**config.mk**
```make
export PLATFORM = sky130hd
export DESIGN_NAME = serdrv_load_seq
export DESIGN_NICKNAME = d
export VERILOG_FILES = /design/src/rtl/serdrv_load_pkg.sv /design/src/rtl/serdrv_phase_timer.sv /design/src/rtl/serdrv_shifter.sv /design/src/rtl/serdrv_ctrl.sv /design/src/rtl/serdrv_load_seq.sv
export SDC_FILE = /design/constraint.sdc
export NUM_CORES = 1
export LEC_CHECK = 0
export BUFFER_PORTS_ARGS = -buffer_cell sky130_fd_sc_hd__buf_2
export CAP_MARGIN = 20
export CORE_MARGIN = 2
export CORE_UTILIZATION = 45
export DETAILED_ROUTE_END_ITERATION = 16
export PLACE_DENSITY = 0.66
export SYNTH_ARGS = -nofsm -noshare
export SYNTH_HDL_FRONTEND = slang
export SYNTH_HIERARCHICAL = 1
export SYNTH_SLANG_ARGS = --single-unit
```
**constraint.sdc**
```tcl
create_clock -name clk -period 4.57 [get_ports clk]
set_input_delay 0.2285 -clock clk [delete_from_list [all_inputs] [get_ports clk]]
set_output_delay 0.2285 -clock clk [all_outputs]
set_load 0.03 [all_outputs]
```
**src/rtl/serdrv_load_pkg.sv**
```systemverilog
package serdrv_load_pkg;

    typedef enum logic [2:0] {
        ST_IDLE,
        ST_LOW,
        ST_HIGH,
        ST_GAP,
        ST_STB,
        ST_FIN
    } seq_state_e;

    typedef struct packed {
        logic sck;
        logic stb_pulse;
        logic shifting;
        logic ready;
        logic done;
    } seq_out_t;

    function automatic int unsigned ns_to_cycles(input int unsigned ns,
                                                 input int unsigned period);
        int unsigned c;
        c = (ns + period - 1) / period;
        return (c == 0) ? 1 : c;
    endfunction

    function automatic int unsigned max_u(input int unsigned a,
                                          input int unsigned b);
        return (a > b) ? a : b;
    endfunction

endpackage

```
**src/rtl/serdrv_phase_timer.sv**
```systemverilog
module serdrv_phase_timer #(
    parameter int unsigned CW = 4
) (
    input  logic          clk,
    input  logic          rst,
    input  logic          load,
    input  logic [CW-1:0] load_val,
    output logic          expire
);
    logic [CW-1:0] cnt;

    always_ff @(posedge clk) begin
        if (rst) begin
            cnt <= '0;
        end else if (load) begin
            cnt <= load_val;
        end else if (cnt != '0) begin
            cnt <= cnt - 1'b1;
        end
    end

    assign expire = (cnt == CW'(1));
endmodule

```
**src/rtl/serdrv_shifter.sv**
```systemverilog
module serdrv_shifter #(
    parameter int unsigned W = 10
) (
    input  logic         clk,
    input  logic         rst,
    input  logic         load,
    input  logic [W-1:0] load_word,
    input  logic         shift,
    output logic         sdo,
    output logic         last_bit
);
    localparam int unsigned BCW = $clog2(W + 1);

    logic [W-1:0]   sreg;
    logic [BCW-1:0] left;

    always_ff @(posedge clk) begin
        if (rst) begin
            sreg <= '0;
            left <= '0;
        end else if (load) begin
            sreg <= load_word;
            left <= BCW'(W);
        end else if (shift) begin
            sreg <= {sreg[W-2:0], 1'b0};
            left <= left - 1'b1;
        end
    end

    assign sdo      = sreg[W-1];
    assign last_bit = (left == BCW'(1));
endmodule

```
**src/rtl/serdrv_ctrl.sv**
```systemverilog
module serdrv_ctrl
    import serdrv_load_pkg::*;
#(
    parameter int unsigned CW     = 4,
    parameter int unsigned LOW_C  = 1,
    parameter int unsigned HIGH_C = 1,
    parameter int unsigned GAP_C  = 1,
    parameter int unsigned STB_C  = 1
) (
    input  logic          clk,
    input  logic          rst,
    input  logic          in_valid,
    input  logic          expire,
    input  logic          last_bit,
    output logic          tmr_load,
    output logic [CW-1:0] tmr_val,
    output logic          sh_load,
    output logic          sh_shift,
    output seq_out_t      outs
);
    seq_state_e state, nxt;

    always_ff @(posedge clk) begin
        if (rst) state <= ST_IDLE;
        else     state <= nxt;
    end

    always_comb begin
        nxt      = state;
        tmr_load = 1'b0;
        tmr_val  = '0;
        sh_load  = 1'b0;
        sh_shift = 1'b0;
        unique case (state)
            ST_IDLE: if (in_valid) begin
                nxt      = ST_LOW;
                tmr_load = 1'b1;
                tmr_val  = CW'(LOW_C);
                sh_load  = 1'b1;
            end
            ST_LOW: if (expire) begin
                nxt      = ST_HIGH;
                tmr_load = 1'b1;
                tmr_val  = CW'(HIGH_C);
            end
            ST_HIGH: if (expire) begin
                tmr_load = 1'b1;
                if (last_bit) begin
                    nxt     = ST_GAP;
                    tmr_val = CW'(GAP_C);
                end else begin
                    nxt      = ST_LOW;
                    tmr_val  = CW'(LOW_C);
                    sh_shift = 1'b1;
                end
            end
            ST_GAP: if (expire) begin
                nxt      = ST_STB;
                tmr_load = 1'b1;
                tmr_val  = CW'(STB_C);
            end
            ST_STB: if (expire) nxt = ST_FIN;
            ST_FIN: nxt = ST_IDLE;
            default: nxt = ST_IDLE;
        endcase
    end

    always_comb begin
        outs.sck       = (state == ST_HIGH);
        outs.stb_pulse = (state == ST_STB);
        outs.shifting  = (state == ST_LOW) || (state == ST_HIGH);
        outs.ready     = (state == ST_IDLE);
        outs.done      = (state == ST_FIN);
    end
endmodule

```
**src/rtl/serdrv_load_seq.sv**
```systemverilog
module serdrv_load_seq
    import serdrv_load_pkg::*;
#(
    parameter int unsigned DEVICES     = 2,
    parameter int unsigned BITS_PER_DEV = 10,
    parameter int unsigned SYS_CLK_NS  = 10,
    parameter int unsigned SETUP_NS    = 25,
    parameter int unsigned HOLD_NS     = 25,
    parameter int unsigned SCK_HIGH_NS = 50,
    parameter int unsigned SCK_LOW_NS  = 50,
    parameter int unsigned GAP_NS      = 100,
    parameter int unsigned STB_NS      = 50,
    localparam int unsigned W          = DEVICES * BITS_PER_DEV
) (
    input  logic         clk,
    input  logic         rst,
    input  logic         bypass,
    input  logic         in_valid,
    output logic         in_ready,
    input  logic [W-1:0] in_data,
    output logic         ser_data,
    output logic         ser_clk,
    output logic         ser_strobe,
    output logic         ser_blank,
    output logic         done
);
    localparam int unsigned LOW_C  = max_u(ns_to_cycles(SETUP_NS, SYS_CLK_NS),
                                           ns_to_cycles(SCK_LOW_NS, SYS_CLK_NS));
    localparam int unsigned HIGH_C = max_u(ns_to_cycles(SCK_HIGH_NS, SYS_CLK_NS),
                                           ns_to_cycles(HOLD_NS, SYS_CLK_NS));
    localparam int unsigned GAP_C  = ns_to_cycles(GAP_NS, SYS_CLK_NS);
    localparam int unsigned STB_C  = ns_to_cycles(STB_NS, SYS_CLK_NS);
    localparam int unsigned MAX_C  = max_u(max_u(LOW_C, HIGH_C), max_u(GAP_C, STB_C));
    localparam int unsigned CW     = $clog2(MAX_C + 1);

    logic          tmr_load, expire, sh_load, sh_shift, last_bit;
    logic [CW-1:0] tmr_val;
    seq_out_t      outs;

    serdrv_ctrl #(
        .CW(CW), .LOW_C(LOW_C), .HIGH_C(HIGH_C), .GAP_C(GAP_C), .STB_C(STB_C)
    ) u_ctrl (
        .clk(clk), .rst(rst), .in_valid(in_valid), .expire(expire),
        .last_bit(last_bit), .tmr_load(tmr_load), .tmr_val(tmr_val),
        .sh_load(sh_load), .sh_shift(sh_shift), .outs(outs)
    );

    serdrv_phase_timer #(.CW(CW)) u_timer (
        .clk(clk), .rst(rst), .load(tmr_load), .load_val(tmr_val), .expire(expire)
    );

    serdrv_shifter #(.W(W)) u_shift (
        .clk(clk), .rst(rst), .load(sh_load), .load_word(in_data),
        .shift(sh_shift), .sdo(ser_data), .last_bit(last_bit)
    );

    assign in_ready   = outs.ready;
    assign ser_clk    = outs.sck;
    assign ser_strobe = outs.stb_pulse | bypass;
    assign ser_blank  = outs.shifting & bypass;
    assign done       = outs.done;
endmodule

```
==> flow_summary.toml, run 1 <==
[setup_path]
crit_path_top_delay_cell = "nor3b_1"
worst_setup_path_end_kind = "register"
cp_max_fo = 25
cp.required_ns = 4.77
crit_arrival_ns = 2.73
crit_type = "reg -> reg"
crit_path_cell_trace = "inv_1 -> ha_1 -> nor3b_1 -> nand2_1 -> nor2_2 -> buf_4 -> nand2_4 -> or4_4 -> a31oi_2"
r2r_cells = 9
start_kind = "register"
cpPeakStageDelay_ns = 0.66

[global_route]
grt_use_met1_pct = 19.62
grt_pass1_vias = 1139
grt_overflow_total = 0
grt_use_total_pct = 15.51
gr-max-usage-layer = "met2"
grt_pass1_wl_mm = 5.126
use_met3_pct = 4.089
grt_max_degree = 34
met2_usage_pct = 24.25
antenna_found_initial = 0

[synth]
synth_top_cell_area_share_pct = 36.91
syn_nets = 232
syn_area_per_cell_um2 = 8.549
yosysWarnings = 6
synth_seq_cells = 32
synth.yosys.seq_area_share_pct = 36.91
netlist_instances = 203
yosys.cell_types.count = 43
synth_area_leaders = "dfxtp_1 (37%), mux2_2 (13%), nand2_1 (9.7%)"
yosysTopAreaCell = "dfxtp_1"
syn_area_mm2 = 0.001735

[final_layout]
diodes = 0
stdcell_area_mm2 = 0.001921
fillerInstances = 381
instances_no_fill = 271
fin_util_pct = 52.07
final_common_cell = "nand2_1"
drive_gt1_share_pct = 29.15
area_delta_synth_final_pct = 10.67
layout_common_cells = "nand2_1 (45), dfxtp_1 (32), buf_2 (29), a21oi_1 (26), mux2_2 (20)"
nNetsFinal = 252

[hold_path]
min_path_type = "in -> reg"
holdPathStages = 3

[placed_design]
port-buffer-count = 29
dp_cells = 264
place_hpwl_mm = 2.044
gp_congestion = 0.7284
postPlaceCellArea_mm2 = 0.001843

[sta]
worst-slew-pin-transition_ns = 0.8427
relSlewSlack_pct = 43.82
whs_ns = 0.1872
fin_crit_sh_pct = 55.18
max_freq_ghz = 0.3966
setup_viol = 0
slew_violations = 0
clock_skew_ns = 0.004238
rsz0062_at_grt = "no"
hold_violations = 0
tns_ns = 0
period_needed_ns = 2.522

[floorplan]
die_x_um = 66.10
num_rows = 22
initial_utilization_pct = 47.05
ios = 30
die_h_um = 66.10
die-area_mm2 = 0.004369
core_area_mm2 = 0.003689

[power]
p_per_area_mw_per_mm2 = 415.9
vdd_drop_max_mv = 0.2755
power.leakage_nw = 0.7693

[clocking]
hold_buffers = 0
cts_tree = "built"
postCtsResizedCells = 0
clk_path_buf_depth = 2
clockRootBuffer = "clkbuf_8"
post-cts-setup-buffers = 0
cts_buffers = 5
clock_latency_ns = 0.28
cts-htree-levels = 2
cts.reportedPaths.clkPinSlew_ns = 0.06
cts_sinks = 32

[route]
drc_errors = 0
wl_per_cell_um = 11.28
vias_per_cell = 4.923
drt-pass1-iter-count = 4
num_vias = 1334
drtAntennaViolNets = 0
drt_iter0_markers = 59
wl_mm = 3.057

[job]
drv_cap = 0

[outcome]
run_status = "completed"
[path summary, 6_finish.rpt]
kind | from | endpoint | slack [ns]
min | in_data[0] | u_shift/sreg[0] | 0.19
max reg2reg | u_timer/cnt[1] | u_shift/left[4] | 2.05
min reg2reg | u_shift/left[1] | u_shift/left[1] | 0.53
max | u_timer/cnt[1] | u_shift/left[4] | 2.05
[cells in the mapped netlist]
| cell type | count |
|---|---|
| nand2_1 | 45 |
| dfxtp_1 | 32 |
| a21oi_1 | 26 |
| mux2_2 | 20 |
| inv_1 | 8 |
| ha_1 | 5 |
| nor2_1 | 5 |
| xnor2_1 | 5 |
| buf_2 | 4 |
| buf_4 | 4 |
| clkbuf_1 | 4 |
| nor3b_1 | 4 |
| buf_6 | 3 |
| nor3_1 | 3 |
| o21ai_0 | 3 |
| nor2b_1 | 2 |
| o22ai_1 | 2 |
| o31ai_1 | 2 |
| or3_1 | 2 |
| a2111oi_1 | 1 |
| a211o_1 | 1 |
| a211oi_1 | 1 |
| a21oi_2 | 1 |
| a31oi_1 | 1 |
| a31oi_2 | 1 |
| and2_1 | 1 |
| and2_2 | 1 |
| and3_1 | 1 |
| buf_1 | 1 |
| clkbuf_2 | 1 |
| mux2i_1 | 1 |
| nand2_4 | 1 |
| nand3b_1 | 1 |
| nand4_1 | 1 |
| nor3b_2 | 1 |
| nor4b_1 | 1 |
| nor4b_2 | 1 |
| nor4bb_1 | 1 |
| or2_1 | 1 |
| or2_2 | 1 |
| or4_1 | 1 |
| or4_4 | 1 |
| xor2_1 | 1 |
[power by group]
part | switching, mW | leakage (nW) | internal (mW) | total (mW)
clock network | 0.0936 | 0.0410 | 0.103 | 0.197
registers | 0.0365 | 0.262 | 0.318 | 0.355
logic | 0.130 | 0.466 | 0.117 | 0.247
[worst max-delay path, delay by kind of cell, from the launching register on]
kind / cells / cell delay (ns)
compound gates: 1 / 0.16
fa+ha+maj: 1 / 0.15
buf+inv: 2 / 0.41
flops: 1 / 0.31
simple gates: 5 / 1.41
[registers in the layout, summed over array words and instances, names as in the netlist]
signal,flops
u_ctrl/state,3
u_shift/left,5
u_shift/sreg,20
u_timer/cnt,4
[layout make-up]
cell class	count	area, um2	share of cell area [%]
tap	48	60.06	3.127
sequential	32	640.6	33.36
clock inverter	1	5.005	0.2606
clock buffer	6	72.57	3.779
multi-input combinational	146	959.7	49.97
timing repair buffer	30	152.6	7.948
inverter	8	30.03	1.564
[cell families (layout without fill, tap and decap cells)]
kind of cell	Yosys count	after routing	synth area share, %
AO/OA/AOI/OAI	39	39	13.05
adder cells (fa/ha/maj)	5	5	3.605
AND/OR/NAND/NOR	75	75	21.92
buffers and inverters	25	45	7.930
XOR/XNOR	6	6	3.028
flip-flops	32	32	36.91
multiplexers	21	21	13.55
[layer usage]
layer  wire [um]  vias up
li1            -      728
met1        1562      579
met2        1323       19
met3         109        8
met4          61        0
met5           0        -
[stage by stage]
| step | worst slack [ns] | power [mW] |
|---|---|---|
| after floorplan | 2.483 | 0.5677 |
| after global placement | 2.133 | 0.6058 |
| final | 2.048 | 0.7988 |
| after CTS | 2.053 | 0.8102 |
| after global routing | 1.839 | 0.8586 |
| after detailed placement | 2.076 | 0.6088 |
(Power assumes the default switching activity.)
==> run 2: changes to the inputs <==
--- a/config.mk
+++ b/config.mk
@@ -5,6 +5,7 @@
 export SDC_FILE = /design/constraint.sdc
 export NUM_CORES = 1
 export LEC_CHECK = 0
+export ABC_AREA = 1
 export BUFFER_PORTS_ARGS = -buffer_cell sky130_fd_sc_hd__buf_2
 export CAP_MARGIN = 20
 export CORE_MARGIN = 2
==> constraint.sdc (replaced) <==
create_clock -name clk -period 2.6 [get_ports clk]
set_input_delay 0.13 -clock clk [delete_from_list [all_inputs] [get_ports clk]]
set_output_delay 0.13 -clock clk [all_outputs]
set_load 0.03 [all_outputs]
==> flow_summary.toml, run 2 <==
[outcome]
run_status = "completed"

[hold_path]
holdPathStages = 3
hold_start = "in_data[0]"
min_to = "u_shift/sreg[0]"
min_path_type = "in -> reg"

[setup_path]
worst_setup_path_end_kind = "register"
crit_type = "reg -> reg"
crit_family = "simple AND/OR/NAND/NOR gates"
cpPeakStageDelay_ns = 0.51
crit_arrival_ns = 2.40
rrSetupSlack_ns = 0.39
cp.required_ns = 2.79
cp_max_fo = 7
cpMostUsedCell = "inv_1"
crit_path_top_delay_cell = "o31ai_1"
r2r_start = "u_timer/cnt[1]"
r2r_cells = 9
r2r-end = "u_timer/cnt[3]"
crit_path_cell_trace = "inv_1 -> ha_1 -> nor3b_1 -> inv_1 -> o31ai_1 -> inv_2 -> or2_0 -> nand3_1 -> nor2_1"
start_kind = "register"
path_depth = 9
timing.critical_path.buf_inv = 3

[clocking]
cts_buffers = 5
cts_sinks = 32
clock_latency_ns = 0.29
cts_tree = "built"
postCtsResizedCells = 0
clockRootBuffer = "clkbuf_8"
post-cts-setup-buffers = 0
hold_buffers = 0
clk_path_buf_depth = 2
cts-htree-levels = 2
cts.reportedPaths.clkPinSlew_ns = 0.07

[global_route]
grt_pass1_vias = 1504
grt_overflow_total = 0
grt_use_total_pct = 18.70
antenna_found_initial = 0
grt_pass1_wl_mm = 6.299
grt_max_degree = 21

[route]
routed.top_layer = "met4"
dr_wl_met3_um = 168
m1WireLength_mm = 1.639
met2_length_mm = 1.579
wl_mm = 3.456
vias_per_cell = 4.690
drt_iter0_markers = 126
drc_errors = 0
drt-pass1-iter-count = 4
num_vias = 1665
drtAntennaViolNets = 0
wl_per_cell_um = 9.735

[sta]
period_needed_ns = 2.211
max_freq_ghz = 0.4522
worst-slew-pin-transition_ns = 0.5308
rsz0062_at_grt = "no"
slew_violations = 0
fin_crit_sh_pct = 85.05
clock_skew_ns = 0.005302
setup_viol = 0
tns_ns = 0
relSlewSlack_pct = 64.31
hold_violations = 0

[final_layout]
fin_util_pct = 54.95
area_delta_synth_final_pct = 15.53
multi_input_area_um2 = 893.4
diodes = 0
fillerInstances = 415
drive_gt1_share_pct = 16.61
stdcell_area_mm2 = 0.002057
final_common_cell = "nand2_1"
layout_common_cells = "nand2_1 (102), inv_1 (42), dfxtp_1 (32), buf_2 (29), nand3_1 (26)"
nNetsFinal = 335
largest_reg_flops = 20
largestRegisters = "u_shift/sreg x20, u_shift/left x5, u_timer/cnt x4"
largest_register = "u_shift/sreg"
area.sequential_um2 = 640.6

[synth]
synthArstFlopShare_pct = 0
yosys.cell_types.count = 27
syn_area_mm2 = 0.001780
yosysTopAreaCell = "dfxtp_1"
syn_area_per_cell_um2 = 6.405
synth_ff_type = "dfxtp_1"
synth.yosys.seq_area_share_pct = 35.98
netlist_instances = 278
synth.most_common_cell = "nand2_1"
synth_edf_count = 0
synth_seq_cells = 32
syn_nets = 307
yosysWarnings = 6
synth_common_cells = "nand2_1 (102), inv_1 (42), dfxtp_1 (32)"
synth_area_leaders = "dfxtp_1 (36%), nand2_1 (22%), inv_1 (8.9%)"
synth_top_cell_area_share_pct = 35.98

[floorplan]
die-area_mm2 = 0.004476
num_rows = 22
die_h_um = 66.90
initial_utilization_pct = 47.56
die_x_um = 66.90
core_area_mm2 = 0.003744
ios = 30

[job]
drv_cap = 0

[placed_design]
port-buffer-count = 29
postPlaceCellArea_mm2 = 0.001931
place_hpwl_mm = 2.473
gp_congestion = 0.8536

[power]
vdd_drop_max_mv = 0.4988
p_per_area_mw_per_mm2 = 986.1
power.leakage_nw = 1.150
-- run 2: report_power, final --
part | internal [mW] | leakage [nW] | switching (mW)
clock network | 0.338 | 0.0645 | 0.185
logic | 0.290 | 0.823 | 0.516
registers | 0.601 | 0.263 | 0.0992
-- run 2: worst max path at each step --
stage,from,end,slack [ns]
after global placement,u_timer/cnt[1],u_timer/cnt[3],0.52
final,u_timer/cnt[1],u_timer/cnt[3],0.39
after CTS,u_timer/cnt[1],u_timer/cnt[3],0.40
after global routing,u_timer/cnt[1],u_timer/cnt[3],0.11
after detailed placement,u_timer/cnt[1],u_timer/cnt[3],0.42
after floorplan,u_timer/cnt[1],u_timer/cnt[3],0.65
-- run 2: cells by family after synthesis --
family                     Yosys count  synth area share [%]
and+or+nand+nor                    164                 40.62
buffers and inverters               57                 13.84
DFF                                 32                 35.98
AOI/OAI and AO/OA                   20                 6.043
adders and majority gates            5                 3.514
-- run 2: final cells by class --
class | instances | share of cell area (%)
clock buffer | 7 | 4.684
clock inverter | 1 | 1.460
inverter | 47 | 8.577
multi-input combinational | 189 | 43.43
sequential | 32 | 31.14
tap | 48 | 2.920
timing repair buffer | 31 | 7.786
-- run 2: per-layer routing --
layer | GRT usage [%] | vias to the layer above
met5 | 0 | -
met4 | 8.418 | 0
met3 | 5.405 | 5
met2 | 31.50 | 30
met1 | 21.83 | 727
li1 | - | 903
-- run 2: through the flow --
stage | instances | hold slack, ns | worst slack (ns) | total power, mW
2_1_floorplan | 278 | 0.1991 | 0.6471 | 1.375
3_3_place_gp | 347 | 0.3986 | 0.5212 | 1.515
3_5_place_dp | 347 | 0.3968 | 0.4203 | 1.515
4_1_cts | 355 | 0.09097 | 0.4040 | 2.045
5_1_grt | 355 | 0.1111 | 0.1142 | 2.213
6_report | 355 | 0.09720 | 0.3888 | 2.028
-- run 2: worst register-to-register path, stage by stage, from the launching register on --
cell and delay, ns:
dfxtp_1 0.33, inv_1 0.10, ha_1 0.14, nor3b_1 0.40, inv_1 0.13, o31ai_1 0.51, inv_2 0.15, or2_0 0.23
nand3_1 0.08, nor2_1 0.04
==> run 3: changes to the inputs <==
--- a/config.mk
+++ b/config.mk
@@ -5,7 +5,6 @@
 export SDC_FILE = /design/constraint.sdc
 export NUM_CORES = 1
 export LEC_CHECK = 0
-export ABC_AREA = 1
 export BUFFER_PORTS_ARGS = -buffer_cell sky130_fd_sc_hd__buf_2
 export CAP_MARGIN = 20
 export CORE_MARGIN = 2
==> flow_summary.toml, run 3 (same netlist as run 1, synthesis figures left out) <==
[power]
seqPwrFrac_pct = 40.3
power.share.switching_pct = 31.05
p_int_mw = 1.060
p_clk_share_pct = 30.1
p_sw_uw = 477.5
power_mw = 1.538
power_frac_comb_pct = 29.6
power.leakage_nw = 0.7937
vdd_drop_max_mv = 0.3810
p_per_area_mw_per_mm2 = 782.4

[setup_path]
cpPeakStageDelay_ns = 0.62
crit_path_top_delay_cell = "nor4b_1"
timing.critical_path.buf_inv = 1
r2r_cells = 7
worst_setup_path_end_kind = "register"
crit_type = "reg -> reg"
path_depth = 7
crit_arrival_ns = 2.34
cp_max_fo = 24
crit_path_cell_trace = "ha_1 -> nor4b_1 -> nor2_2 -> buf_4 -> mux2_2 -> nand2_1 -> a21oi_1"
crit_family = "simple AND/OR/NAND/NOR gates"
cp.required_ns = 2.74
start_kind = "register"

[global_route]
antenna_found_initial = 0
grt_overflow_total = 0
met2_usage_pct = 24.88
use_met3_pct = 4.089
grt_use_met1_pct = 22.14
gr-max-usage-layer = "met2"
grt_pass1_wl_mm = 5.492
grt_max_degree = 34
grt_pass1_vias = 1255
grt_use_total_pct = 16.42

[sta]
max_freq_ghz = 0.4563
whs_ns = 0.08134
worst-slew-pin-transition_ns = 0.7615
hold_violations = 0
setup_viol = 0
clock_skew_ns = 0.006584
rsz0062_at_grt = "no"
tns_ns = 0
fin_crit_sh_pct = 84.29
fin_ws_ns = 0.4085
slew_violations = 0
relSlewSlack_pct = 48.52
period_needed_ns = 2.191

[final_layout]
area_delta_synth_final_pct = 13.27
largest_reg_flops = 20
final_common_cell = "nand2_1"
nNetsFinal = 254
largest_register = "u_shift/sreg"
area.sequential_um2 = 640.6
drive_gt1_share_pct = 30.09
stdcell_area_mm2 = 0.001966
largestRegisters = "u_shift/sreg x20, u_shift/left x5, u_timer/cnt x4"
diodes = 0
fillerInstances = 381
layout_common_cells = "nand2_1 (45), dfxtp_1 (32), buf_2 (29), a21oi_1 (26), mux2_2 (20)"
instances_no_fill = 274
multi_input_area_um2 = 959.7
fin_util_pct = 53.29

[floorplan]
initial_utilization_pct = 47.05
ios = 30
core_area_mm2 = 0.003689
num_rows = 22
die-area_mm2 = 0.004369
die_h_um = 66.10
die_x_um = 66.10

[clocking]
post-cts-setup-buffers = 0
hold_buffers = 0
cts.reportedPaths.clkPinSlew_ns = 0.07
postCtsResizedCells = 0
clock_latency_ns = 0.28
clockRootBuffer = "clkbuf_8"
cts_tree = "built"
cts_sinks = 32
clk_path_buf_depth = 2
cts-htree-levels = 2
cts_buffers = 5

[route]
wl_per_cell_um = 11.47
wl_mm = 3.143
num_vias = 1355
drt-pass1-iter-count = 4
drc_errors = 0
vias_per_cell = 4.945
drt_iter0_markers = 32
drtAntennaViolNets = 0

[placed_design]
postPlaceCellArea_mm2 = 0.001858
gp_congestion = 0.7128
place_hpwl_mm = 2.053
preCtsSetupSlack_ns = 0.4707
dp_cells = 266
port-buffer-count = 29

[job]
drv_cap = 0

[outcome]
run_status = "completed"

[hold_path]
holdPathStages = 3
min_path_type = "in -> reg"
run 3: cell types whose count changed in the layout (fill, tap and decap cells not counted), moves of 3 or more:
cell,before,now
a21oi_1,9,26
nor3b_1,1,4
nand3_2,3,0
nand2_1,102,45
nand3_1,26,0
mux2_2,0,20
inv_2,4,0
xnor2_1,0,5
nor2_1,22,4
inv_1,42,8
run 3: final timing paths:
kind         slack (ns)                to       startpoint
max                0.41  u_shift/sreg[11]  u_shift/left[0]
min reg2reg        0.52   u_shift/left[1]  u_shift/left[1]
min                0.08   u_shift/sreg[0]       in_data[0]
max reg2reg        0.41  u_shift/sreg[11]  u_shift/left[0]
run 3: layer usage:
layer  vias to the layer above  wire, um
met5                         -         0
li1                        732         -
met4                         0        54
met2                        24      1335
met1                       593      1646
met3                         6       106
run 3: layout make-up:
cell class / instances / share of cell area (%)
Sequential cell: 32 / 32.59
Timing Repair Buffer: 32 / 8.530
Clock inverter: 2 / 1.782
Tap cell: 48 / 3.055
Multi-Input combinational cell: 146 / 48.82
Clock buffer: 6 / 3.692
Inverter: 8 / 1.528
run 3: power groups by stage:
stage                     clock network, mW  registers [mW]  logic (mW)
after floorplan                           0           0.610       0.388
after global placement                    0           0.631       0.447
after detailed placement                  0           0.631       0.452
after CTS                             0.472           0.620       0.458
after global routing                  0.494           0.631       0.521
final                                 0.462           0.620       0.455
run 3: worst min-delay path: cells and delay by family:
family          cells  cell delay [ns]
buf+inv             1             0.07
simple gates        1             0.07
compound gates      1             0.05
